--- src/rtl/gpo_pkg.sv ---
package gpo_pkg;
  localparam int SEL_W     = 3;
  localparam int DIV_W     = 3;
  localparam int MAX_SHIFT = 4;                       // largest ratio is 2**MAX_SHIFT
  localparam int SHIFT_W   = $clog2(MAX_SHIFT + 1);
  localparam int CNT_W     = (MAX_SHIFT > 1) ? MAX_SHIFT - 1 : 1;

  typedef enum logic [SEL_W-1:0] {
    PIN_CLK_OR_SDO = 3'b000,
    PIN_SDO        = 3'b001,
    PIN_CLK        = 3'b010,
    PIN_RSV_A      = 3'b011,
    PIN_RSV_B      = 3'b100,
    PIN_NO_OSC     = 3'b101,
    PIN_READY      = 3'b110,
    PIN_DATA       = 3'b111
  } pin_sel_e;

  // Ratio exponent for a divider code: top bit set means the largest ratio.
  function automatic logic [SHIFT_W-1:0] code_to_shift(input logic [DIV_W-1:0] code);
    if (code[DIV_W-1]) return SHIFT_W'(MAX_SHIFT);
    return SHIFT_W'(code[DIV_W-2:0]);
  endfunction

  // Cycles per half period, minus one, for a ratio exponent of 1 or more.
  function automatic logic [CNT_W-1:0] half_minus1(input logic [SHIFT_W-1:0] sh);
    logic [CNT_W:0] h;
    h = 1;
    h = h << (sh - 1'b1);
    return CNT_W'(h - 1'b1);
  endfunction
endpackage

--- src/rtl/gpo_refdiv.sv ---
module gpo_refdiv
  import gpo_pkg::*;
(
  input  logic             clk_i,
  input  logic             rst_ni,
  input  logic [DIV_W-1:0] code_i,
  output logic             clk_div_o,
  output logic             load_o,
  output logic             level_o,
  output logic [DIV_W-1:0] act_code_o
);
  logic [DIV_W-1:0]   act_q;
  logic [CNT_W-1:0]   cnt_q;
  logic               lvl_q;
  logic               byp_q;
  logic [SHIFT_W-1:0] act_shift;
  logic               half_done;

  assign act_shift = code_to_shift(act_q);
  assign half_done = (act_shift != '0) && (cnt_q == half_minus1(act_shift));
  // Pass-through mode may switch on any edge; divided modes only as the level falls.
  assign load_o    = (act_shift == '0) || (half_done && lvl_q);

  always_ff @(posedge clk_i or negedge rst_ni) begin
    if (!rst_ni) begin
      act_q <= '0;
      cnt_q <= '0;
      lvl_q <= 1'b0;
    end else if (load_o) begin
      act_q <= code_i;
      cnt_q <= '0;
      lvl_q <= 1'b0;
    end else if (half_done) begin
      cnt_q <= '0;
      lvl_q <= ~lvl_q;
    end else begin
      cnt_q <= cnt_q + 1'b1;
    end
  end

  // Bypass select moves while the reference clock is low and the divided level is low.
  always_ff @(negedge clk_i or negedge rst_ni) begin
    if (!rst_ni) byp_q <= 1'b0;
    else         byp_q <= (act_shift == '0);
  end

  assign clk_div_o  = byp_q ? clk_i : lvl_q;
  assign level_o    = lvl_q;
  assign act_code_o = act_q;
endmodule

--- src/rtl/gpo_clkgate.sv ---
module gpo_clkgate (
  input  logic clk_div_i,
  input  logic out_en_i,
  input  logic in_sd_en_i,
  input  logic shutdown_i,
  output logic clk_on_o,
  output logic clk_o
);
  assign clk_on_o = out_en_i && (!shutdown_i || in_sd_en_i);
  assign clk_o    = clk_on_o & clk_div_i;
endmodule

--- src/rtl/gpo_pinsel.sv ---
module gpo_pinsel
  import gpo_pkg::*;
(
  input  logic [SEL_W-1:0] sel_i,
  input  logic             clk_g_i,
  input  logic             cs_n_i,
  input  logic             sdo_i,
  input  logic             no_osc_i,
  input  logic             ready_i,
  input  logic             data_i,
  output logic             pin_o
);
  always_comb begin
    unique case (pin_sel_e'(sel_i))
      PIN_CLK_OR_SDO: pin_o = cs_n_i ? clk_g_i : sdo_i;
      PIN_SDO:        pin_o = sdo_i;
      PIN_CLK:        pin_o = clk_g_i;
      PIN_NO_OSC:     pin_o = no_osc_i;
      PIN_READY:      pin_o = ready_i;
      PIN_DATA:       pin_o = data_i;
      default:        pin_o = 1'b0;
    endcase
  end
endmodule

--- src/rtl/gpo_pin_mux.sv ---
module gpo_pin_mux
  import gpo_pkg::*;
(
  input  logic             clk_i,
  input  logic             rst_ni,
  input  logic [SEL_W-1:0] sel_i,
  input  logic [DIV_W-1:0] div_code_i,
  input  logic             clkout_en_i,
  input  logic             clk_in_sd_i,
  input  logic             shutdown_i,
  input  logic             cs_n_i,
  input  logic             sdo_i,
  input  logic             no_osc_i,
  input  logic             pll_ready_i,
  input  logic             data_bit_i,
  output logic             pin_o
);
  // Named internal events, observed by the bound checker.
  logic             clk_div;
  logic             div_load;
  logic             div_lvl;
  logic [DIV_W-1:0] act_code;
  logic             clk_on;
  logic             clk_gated;

  gpo_refdiv u_div (
    .clk_i      (clk_i),
    .rst_ni     (rst_ni),
    .code_i     (div_code_i),
    .clk_div_o  (clk_div),
    .load_o     (div_load),
    .level_o    (div_lvl),
    .act_code_o (act_code)
  );

  gpo_clkgate u_gate (
    .clk_div_i  (clk_div),
    .out_en_i   (clkout_en_i),
    .in_sd_en_i (clk_in_sd_i),
    .shutdown_i (shutdown_i),
    .clk_on_o   (clk_on),
    .clk_o      (clk_gated)
  );

  gpo_pinsel u_sel (
    .sel_i    (sel_i),
    .clk_g_i  (clk_gated),
    .cs_n_i   (cs_n_i),
    .sdo_i    (sdo_i),
    .no_osc_i (no_osc_i),
    .ready_i  (pll_ready_i),
    .data_i   (data_bit_i),
    .pin_o    (pin_o)
  );
endmodule

--- config.mk ---
export PLATFORM = sky130hd
export DESIGN_NAME = gpo_pin_mux
export DESIGN_NICKNAME = d
export VERILOG_FILES = /design/src/rtl/gpo_pkg.sv /design/src/rtl/gpo_refdiv.sv /design/src/rtl/gpo_clkgate.sv /design/src/rtl/gpo_pinsel.sv /design/src/rtl/gpo_pin_mux.sv
export SDC_FILE = /design/constraint.sdc
export NUM_CORES = 1
export LEC_CHECK = 0
export BUFFER_PORTS_ARGS = -buffer_cell sky130_fd_sc_hd__buf_2
export CELL_PAD_IN_SITES_DETAIL_PLACEMENT = 1
export CELL_PAD_IN_SITES_GLOBAL_PLACEMENT = 1
export CORE_ASPECT_RATIO = 0.8
export CORE_MARGIN = 2
export CORE_UTILIZATION = 37
export CTS_CLUSTER_DIAMETER = 50
export DETAILED_ROUTE_END_ITERATION = 8
export PLACE_DENSITY_LB_ADDON = 0.1
export SETUP_SLACK_MARGIN = 0.2
export SLEW_MARGIN = 25
export SYNTH_ARGS = -nofsm -noshare
export SYNTH_HDL_FRONTEND = slang
export SYNTH_SLANG_ARGS = --single-unit
--- constraint.sdc ---
create_clock -name clk_i -period 2.55 [get_ports clk_i]
set_clock_uncertainty 0.2 [all_clocks]
set_input_delay 0 -clock clk_i [delete_from_list [all_inputs] [get_ports clk_i]]
set_output_delay 0 -clock clk_i [all_outputs]
set_load 0.05 [all_outputs]
==> impl_results.md, run 1 <==
- Status: finished, violations left
- Failing checks: setup timing
- # rows: 13
- Yosys cell types: 34
- Initial antenna violation count: 0
- Worst Slack Setup Final: -461.4 ps
- Syn Nets: 83
- Congestion Overflow GR: 0
- Slew Limit Fails: 0
- Hold Vio Cnt, Final: 0
- Final hold slack: 184.3 ps
- Slowest-stage cell, CP: dfrtn_1
- Min-delay worst type: in -> out
- Largest net degree at the start of global routing: 10
- CP max stage delay: 410 ps
- Most common cell after layout, fill and taps aside: buf_2
- #FFs+latches synth: 8
- Initial Utilization: 0.3901
- Cell taking the most area after synthesis: dfrtp_1
- Routed wire length: 1646 um
- Die height: 40.67 um
- Setup Crit Path Kind: reg -> out
- Setup TNS: -461.4 ps
- Core Area: 1594 um^2
- DRT Pass-1 Iters: 2
- Worst Setup End Kind: output pin
- Residual DRC: 0
- CTS tree: yes
- CP Launch Point: u_div.byp_q$_DFF_NN0_
- Pwr dens: 1222 nW/um^2
- Clock Latency Late Sink: 370 ps
- Crit-path cells: mux2i_2 > o41ai_2 > mux2_4 > buf_6
- Layout cells sized above 1: 0.3936
- Antenna diode count: 0
- Crit path arrival time: 2810 ps
- VDD IR max: 473.9 uV
- Number of vias per cell: 5.147
- Vias in the first global route: 667
- Cells after Synth: 65
- Avg WL per Cell: 14.19 um
- Share of Yosys cell area claimed by the top area cell type: 0.2817
- Slew HR: 0.7760
- Syn. warnings: 0
- Clk slew on worst S/H paths: 40 ps
- P&R area growth vs syn: 42.45%
- Critical Path RT: 2350 ps
- Final instance area: 885.9 um^2
- Post-CTS Setup Repair Bufs: 0
- DRT antenna net count: 0
- DIE AREA: 2027 um^2
- Dpl hpwl: 1223 um
- Initial DRC count: 2
- Global-route wire length before repair: 2842 um
- Die Wd: 49.84 um
- Vias: 597
- Gr usage total: 0.2072
- RSZ-0062 raised after global routing: yes
- Setup crit start kind: register
- Max-cap viol count: 0
- Place WS: -31.59 ps
- Dpl cell area: 745.7 um^2
- GP Congestion: 0.7595
- Actual slew at the worst max-slew pin: 334.9 ps
- Final setup violation count: 1
- Most frequent cells in the layout: buf_2 (15), nand2_1 (7), dfrtp_1 (7)
- Post-Syn Area: 621.8 um^2
- Reg2reg start: u_div.act_code_o[1]$_DFFE_PN0P_
- Crit Path Max Fanout: 1
- Port bufs: 16
- Synth top area cells: dfrtp_1 (28%), mux2i_1 (4.8%), xnor2_4 (4.4%), nand2_1 (4.2%), dfrtn_1 (4.0%)
- Post-Syn Area per Cell: 9.567 um^2
- Layout net count: 113
- FILL cells: 198
- Sequential fraction of the synthesis area: 0.3219
- Min-delay src: sel_i[2]
- IO Pins: 17
- Leak: 0.4091 nW
## stage by stage
stage / instances / util / total power [mW]
after global placement: 104 / 0.4678 / 0.8191
after detailed placement: 104 / 0.4678 / 0.8390
after floorplan: 65 / - / 0.6916
final: 116 / 0.5557 / 1.083
after CTS: 116 / 0.5479 / 1.084
after global routing: 116 / 0.5557 / 1.181
## flip-flops by register name (all words and copies together), names as in the netlist
signal and flops:
u_div.level_o 1, u_div.byp_q 1, u_div.cnt_q 3, u_div.act_code_o 3
## area by class of cell
type	count	area [um^2]	area share
flip-flops and latches	8	200.2	0.2260
clock buffers	8	60.06	0.06780
inverters	5	18.77	0.02119
repair buffers	23	147.6	0.1667
multi-input cells	50	431.7	0.4873
well taps	22	27.53	0.03107
## worst max-delay path, delay by kind of cell, from the launching register on
family	cells	cell delay, ps
flops	1	410
compound gates	1	80
mux	2	500
buf+inv	1	150
## power breakdown
part | leakage, nW | internal, mW | switching (mW)
clock network | 0.0535 | 0.130 | 0.0839
logic | 0.260 | 0.285 | 0.299
registers | 0.0953 | 0.186 | 0.0991
total | 0.409 | 0.601 | 0.482
## per-layer routing
metal / track usage / share of wire / routed length [um] / up-vias
met5: 0 / 0 / 0 / -
met4: 0.1806 / 0.018 / 29 / 0
met3: 0.08759 / 0.044 / 72 / 4
met2: 0.3400 / 0.49 / 803 / 17
met1: 0.2165 / 0.45 / 740 / 283
li1: - / - / - / 293
## cell usage after synthesis (all sizes together)
library cell  number
a21oi              2
a221oi             1
a31oi              1
buf                2
dfrtn              1
dfrtp              7
ha                 2
inv                5
mux2               1
mux2i              4
nand2              7
nand2b             2
nand3              4
nand3b             1
nand4b             1
nor2               4
nor2b              1
nor3               3
nor3b              1
o211a              1
o211ai             1
o21ai              2
o21ba              2
o221ai             2
o22ai              1
o41ai              1
or3                1
or4b               1
xnor2              2
xor2               1
## cells by family (layout without fill, tap and decap cells)
kind of cell             count (synthesis)  count (layout)  share of synthesized area
XOR/XNOR                                 3               3                    0.07245
AND/OR/NAND/NOR                         26              26                     0.2234
multiplexers                             5               5                     0.1026
AO/OA/AOI/OAI                           14              14                     0.1932
buffers and inverters                    7              36                    0.04628
adder cells (fa/ha/maj)                  2               2                    0.04024
flip-flops                               8               8                     0.3219
## timing repair
action,in CTS,in global routing
hold buffers,5,0
endpoints found under the hold margin,10,0
endpoints found under the setup margin,6,9
resized for setup,5,2
## final timing paths
path	end	cells past startpoint	slack (ps)
setup / recovery	pin_o	4	-460
hold / removal	pin_o	3	180
setup reg to reg	u_div.cnt_q[1]$_DFF_PN0_	7	150
hold reg to reg	u_div.level_o$_DFFE_PN0P_	1	400
max in group asynchronous	u_div.byp_q$_DFF_NN0_	2	1130
min in group asynchronous	u_div.cnt_q[2]$_DFF_PN0_	3	420
Note: power is estimated with default switching activity, not from simulation.
==> run 2, diff against run 1 <==
CELL_PAD_IN_SITES_GLOBAL_PLACEMENT = 2   (was 1)
CORE_UTILIZATION = 28   (was 37)
==> run 2 against run 1 <==
Effect of this change:
- the run still ends with setup timing left
- global-route usage shrank 5.2 points
- sequential cell count is the same
- cell count grew 6.0%
- register-to-register slack gained 130 ps
- combinational power grew 13%
- total power grew 5.2%
- wire length grew 1.2%
- critical path depth is the same
- first-iteration DRC count grew to 4.0 times the previous value
- die area grew 29%
- critical path type unchanged
- highest routed layer unchanged
==> impl_results.md, run 2 (synthesis results as in run 1) <==
- Port bufs: 16 (unchanged)
- Layout cells sized above 1: 0.4286 (was 0.3936)
- Failing checks: setup timing (unchanged)
- Switch share: 0.4321 (was 0.4452)
- DIE AREA: 2616 um^2 (was 2027 um^2)
- Gr usage total: 0.1552 (was 0.2072)
- Crit path arrival time: 2840 ps (was 2810 ps)
- Avg WL per Cell: 13.54 um (was 14.19 um)
- Setup crit start kind: register (unchanged)
- Final Core Density: 0.4313 (was 0.5557)
- Pwr dens: 1246 nW/um^2 (was 1222 nW/um^2)
- Clock Latency Late Sink: 370 ps (about the same)
- R2r setup slk: 280 ps (was 150 ps)
- Total Power: 1.139 mW (was 1.083 mW)
- Setup Crit Path Kind: reg -> out (unchanged)
- GP Congestion: 0.6818 (was 0.7595)
- Global-route wire length before repair: 2870 um (was 2842 um)
- Final setup violation count: 1 (unchanged)
- Status: finished, violations left (unchanged)
- Most common cell after layout, fill and taps aside: buf_2 (unchanged)
- Worst Slack Setup Final: -493.6 ps (was -461.4 ps)
- Clk slew on worst S/H paths: 40 ps (about the same)
- CTS tree: yes (unchanged)
- Share of power burned in registers: 0.240 (was 0.263)
- Number of vias per cell: 5.114 (was 5.147)
- Min-delay worst type: in -> out (unchanged)
- Setup TNS: -493.6 ps (was -461.4 ps)
- Core Area: 2121 um^2 (was 1594 um^2)
- Final instance area: 914.6 um^2 (was 885.9 um^2)
- Crit Path Max Fanout: 1 (unchanged)
- RSZ-0062 raised after global routing: yes (unchanged)
- Worst Setup End Kind: output pin (unchanged)
- # rows: 15 (was 13)
- DRT antenna net count: 0 (unchanged)
- Die height: 46.15 um (was 40.67 um)
- Comb power frac: 0.576 (was 0.539)
- Largest net degree at the start of global routing: 10 (unchanged)
- Dpl cell area: 772.0 um^2 (was 745.7 um^2)
- Critical Path RT: 2350 ps (about the same)
- Residual DRC: 0 (unchanged)
- Vias in the first global route: 672 (was 667)
- Layout net count: 117 (was 113)
- Leak: 0.4217 nW (was 0.4091 nW)
- DRT Pass-1 Iters: 4 (was 2)
- Place WS: -56.50 ps (was -31.59 ps)
- Most frequent cells in the layout: buf_2 (15), buf_4 (7), dfrtp_1 (7) (was buf_2 (15), nand2_1 (7), dfrtp_1 (7))
- Initial Utilization: 0.2932 (was 0.3901)
- Vias: 629 (was 597)
- Slew HR: 0.7651 (was 0.7760)
- Final hold slack: 182.5 ps (was 184.3 ps)
- Max-cap viol count: 0 (unchanged)
- Actual slew at the worst max-slew pin: 351.2 ps (was 334.9 ps)
- Switching Power: 0.4924 mW (was 0.4820 mW)
- Clock network fraction of total power: 0.183 (was 0.197)
- VDD IR max: 480.7 uV (was 473.9 uV)
- Congestion Overflow GR: 0 (unchanged)
- Cell Int Power: 0.6470 mW (was 0.6007 mW)
- Routed wire length: 1666 um (was 1646 um)
- Initial DRC count: 8 (was 2)
- Placed insts: 110 (was 104)
- Slew Limit Fails: 0 (unchanged)
- Initial antenna violation count: 0 (unchanged)
- IO Pins: 17 (unchanged)
- Die Wd: 56.69 um (was 49.84 um)
- P&R area growth vs syn: 47.08% (was 42.45%)
- Antenna diode count: 0 (unchanged)
- Dpl hpwl: 1289 um (was 1223 um)
- Finished Layout Cells: 123 (was 116)
- Hold Vio Cnt, Final: 0 (unchanged)
## run 2: changes by cell type in the layout (fill, tap and decap cells not counted), sizes merged
cell,delta
buf,+4
## run 2: cell type report
cell class,count,area [um^2]
Timing Repair Buffer,27,177.7
Sequential cell,8,200.2
Clock buffer,8,60.06
Inverter,5,18.77
Tap cell,25,31.28
Fill cell,257,1206
Multi-Input combinational cell,50,426.7
## run 2: routing by layer
metal / vias up / routed length, um / track usage
met5: - / 0 / 0.08163
met4: 0 / 26 / 0.1000
met3: 6 / 122 / 0.08708
met2: 26 / 752 / 0.2302
met1: 292 / 765 / 0.1672
li1: 305 / - / -
## run 2: what timing repair did
action,CTS,global route
setup endpoints to repair,1,6
hold endpoints to repair,10,0
hold buffers,5,0
gates resized for setup,2,6
setup buffers,0,1
pin swaps,0,2
## run 2: critical path, stage by stage, from the launching register on
cell     delay (ps)
dfrtn_1         430
mux2i_2         240
o41ai_1          90
mux2_4          270
buf_6           150
## run 2: final timing paths
| path | depth (start not counted) | from | to |
|---|---|---|---|
| max | 4 | u_div.byp_q$_DFF_NN0_ | pin_o |
| min | 3 | sel_i[2] | pin_o |
| max reg2reg | 6 | u_div.act_code_o[0]$_DFFE_PN0P_ | u_div.act_code_o[0]$_DFFE_PN0P_ |
| min reg2reg | 2 | u_div.act_code_o[2]$_DFFE_PN0P_ | u_div.act_code_o[2]$_DFFE_PN0P_ |
| max in group asynchronous | 2 | rst_ni | u_div.byp_q$_DFF_NN0_ |
| min in group asynchronous | 3 | rst_ni | u_div.act_code_o[1]$_DFFE_PN0P_ |
## run 2: power groups by stage
stage	sequential (mW)	combinational (mW)	clock [mW]
6_report	0.274	0.657	0.209
3_3_place_gp	0.267	0.577	0.0201
5_1_grt	0.287	0.718	0.233
2_1_floorplan	0.244	0.429	0.0189
3_5_place_dp	0.270	0.585	0.0201
4_1_cts	0.268	0.592	0.210
==> run 3, diff against run 2 <==
ABC_AREA = 1   (was not set)
CORE_UTILIZATION = 25   (was 28)
CTS_CLUSTER_DIAMETER = not set   (was 50)
==> run 3 against run 2 <==
Effect of this change:
- clock power fell by 2%
- largest power group unchanged
- final area decreased by 15%
- cell count is 6.5% higher
- the flow still finishes with violations (setup timing)
- core utilization is 3.0 points lower
- non-clock buffer count fell by 5
- critical endpoint unchanged
- highest routed layer unchanged
==> impl_results.md, run 3 <==
- Cell taking the most area after synthesis: dfrtp_1 (unchanged)
- Clock Latency Late Sink: 360 ps (was 370 ps)
- Min-delay worst type: in -> reg (was in -> out)
- Dpl hpwl: 1018 um (was 1289 um)
- Core Area: 1944 um^2 (was 2121 um^2)
- P&R area growth vs syn: 46.48% (was 47.08%)
- R2r setup slk: 250 ps (was 280 ps)
- Synth top area cells: dfrtp_1 (33%), nand2_1 (13%), nand3_1 (8.5%), inv_1 (8.5%), nor2_1 (8.5%) (was dfrtp_1 (28%), mux2i_1 (4.8%), xnor2_4 (4.4%), nand2_1 (4.2%), dfrtn_1 (4.0%))
- Avg WL per Cell: 10.50 um (was 13.54 um)
- Final instance area: 780.7 um^2 (was 914.6 um^2)
- Worst-case reg-to-reg path depth: 3 (was 6)
- Hold EP: u_div.act_code_o[0]$_DFFE_PN0P_ (was pin_o)
- Global-route wire length before repair: 2546 um (was 2870 um)
- Asr flop ratio synth: 1.000 (unchanged)
- VDD IR max: 443.0 uV (was 480.7 uV)
- Vias: 560 (was 629)
- Slew HR: 0.7674 (was 0.7651)
- Pwr dens: 1109 nW/um^2 (was 1246 nW/um^2)
- CTS tree: yes (unchanged)
- Syn Nets: 95 (was 83)
- Placed insts: 117 (was 110)
- Crit. path cell count: 5 (was 4)
- Status: finished, violations left (unchanged)
- Slew Limit Fails: 0 (unchanged)
- Sequential fraction of the synthesis area: 0.3756 (was 0.3219)
- DRT Pass-1 Iters: 2 (was 4)
- Initial Utilization: 0.2741 (was 0.2932)
- DRT antenna net count: 0 (unchanged)
- Post-Syn Area per Cell: 6.922 um^2 (was 9.567 um^2)
- Setup crit start kind: register (unchanged)
- Leak: 0.4246 nW (was 0.4217 nW)
- Crit-path cells: nand2_1 > o21ai_1 > nand4_1 > a2bb2oi_4 > buf_6 (was mux2i_2 > o41ai_1 > mux2_4 > buf_6)
- Die Wd: 55.63 um (was 56.69 um)
- Congestion Overflow GR: 0 (unchanged)
- Max-cap viol count: 0 (unchanged)
- # rows: 14 (was 15)
- Reg2reg start: u_div.act_code_o[0]$_DFFE_PN0P_ (unchanged)
- Worst Setup End Kind: output pin (unchanged)
- Post-synth EDFFs: 0 (unchanged)
- Cell family with most CP delay: flip-flops (was multiplexers)
- Gr usage total: 0.1366 (was 0.1552)
- Most common cell after layout, fill and taps aside: nand2_1 (was buf_2)
- Main synth FF type: dfrtp_1 (unchanged)
- DIE AREA: 2520 um^2 (was 2616 um^2)
- Worst Slack Setup Final: -317.6 ps (was -493.6 ps)
- Failing checks: setup timing (unchanged)
- Hold Vio Cnt, Final: 0 (unchanged)
- Die height: 45.30 um (was 46.15 um)
- Yosys cell types: 18 (was 34)
- Most frequent cells in the layout: nand2_1 (18), buf_2 (15), inv_1 (12), nor2_1 (12), nand3_1 (9) (was buf_2 (15), buf_4 (7), dfrtp_1 (7))
- Final setup violation count: 3 (was 1)
- Largest net degree at the start of global routing: 9 (was 10)
- Finished Layout Cells: 131 (was 123)
- Share of Yosys cell area claimed by the top area cell type: 0.3286 (was 0.2817)
- GP Congestion: 0.6640 (was 0.6818)
- Synth cell count leaders: nand2_1 (18), inv_1 (12), nor2_1 (12) (was dfrtp_1 (7), nand2_1 (7), inv_1 (5))
- Setup Crit Path Kind: reg -> out (unchanged)
- Vias in the first global route: 662 (was 672)
- Layout net count: 126 (was 117)
- Critical Path RT: 2350 ps (about the same)
- Slowest-stage cell, CP: dfrtn_1 (unchanged)
- Initial antenna violation count: 0 (unchanged)
- Port bufs: 16 (unchanged)
- R2R Path End: u_div.byp_q$_DFF_NN0_ (was u_div.act_code_o[0]$_DFFE_PN0P_)
- Crit Path Max Fanout: 2 (was 1)
- Number of vias per cell: 4.275 (was 5.114)
- Actual slew at the worst max-slew pin: 345.2 ps (was 351.2 ps)
- Most common cell in the synthesized netlist: nand2_1
- Min-delay src: div_code_i[0] (was sel_i[2])
- Layout cells sized above 1: 0.3084 (was 0.4286)
- Residual DRC: 0 (unchanged)
- Antenna diode count: 0 (unchanged)
- #FFs+latches synth: 8 (unchanged)
- RSZ-0062 raised after global routing: yes (unchanged)
- Crit path arrival time: 2670 ps (was 2840 ps)
- Hold Path Stages: 4 (was 3)
- IO Pins: 17 (unchanged)
- WP buf/inv: 1 (unchanged)
- Dpl cell area: 660.6 um^2 (was 772.0 um^2)
- CP max stage delay: 410 ps (was 430 ps)
- Routed wire length: 1375 um (was 1666 um)
- Initial DRC count: 3 (was 8)
- Syn. warnings: 0 (unchanged)
- Final Core Density: 0.4015 (was 0.4313)
- Clk slew on worst S/H paths: 60 ps (was 40 ps)
- Cells after Synth: 77 (was 65)
- Post-Syn Area: 533.0 um^2 (was 621.8 um^2)
run 3: changes by cell type after synthesis, moves of 5 or more:
cell,delta
nand2_1,+11
nor2_1,+8
inv_1,+7
nand3_1,+5
run 3: layout make-up:
type / count / area [um^2]
inverters: 13 / 48.80
fillers: 257 / 1164
well taps: 24 / 30.03
clock buffers: 8 / 60.06
flip-flops and latches: 8 / 200.2
multi-input cells: 56 / 301.5
repair buffers: 22 / 140.1
run 3: tightest hold or removal path, cell delays in order:
cell	delay (ps)
dlygate4sd3_1	520
buf_2	90
nand3_1	60
nand2_1	50
run 3: timing repair:
action,in CTS,in global routing
resized for setup,3,0
hold buffers,5,0
endpoints found under the setup margin,3,4
cloned,0,0
hold endpoints to repair,10,0
pin swaps,1,1
buffers inserted,0,2
run 3: metrics by stage:
stage	setup WS [ps]	hold WS, ps	TNS (ps)	power (mW)
4_1_cts	-370.0	184.2	-370.0	0.8678
5_1_grt	-420.0	232.3	-420.0	0.9695
3_3_place_gp	72.32	-350.4	0	0.6579
3_5_place_dp	65.47	-348.5	0	0.6710
6_report	-317.6	201.0	-317.6	0.8661
2_1_floorplan	103.8	-495.6	0	0.5705
run 3: metal layers:
metal | global-route usage | routed length (um) | part of all wire | vias up
met5 | 0 | 0 | 0 | -
met3 | 0.04585 | 53 | 0.039 | 2
met2 | 0.2167 | 649 | 0.47 | 11
met4 | 0.1415 | 13 | 0.0095 | 0
met1 | 0.1431 | 658 | 0.48 | 246
li1 | - | - | - | 301
run 3: power by group:
part / switching [mW] / internal (mW) / total (mW)
combinational: 0.252 / 0.165 / 0.417
clock: 0.0772 / 0.127 / 0.205
sequential: 0.0574 / 0.187 / 0.244
run 3: how the worst max path moves through the flow:
stage                                from     to
finish              u_div.byp_q$_DFF_NN0_  pin_o
global route        u_div.byp_q$_DFF_NN0_  pin_o
CTS                 u_div.byp_q$_DFF_NN0_  pin_o
detailed placement  u_div.byp_q$_DFF_NN0_  pin_o
global placement    u_div.byp_q$_DFF_NN0_  pin_o
floorplan           u_div.byp_q$_DFF_NN0_  pin_o
run 3: logic make-up (layout without fill, tap and decap cells):
logic type	count (synthesis)	after routing	synth area share
DFF	8	8	0.3756
adders and majority gates	2	2	0.04694
buffers and inverters	13	43	0.09154
and+or+nand+nor	46	46	0.3873
xor gates and xnor gates	1	1	0.01643
AOI/OAI and AO/OA	7	7	0.08216
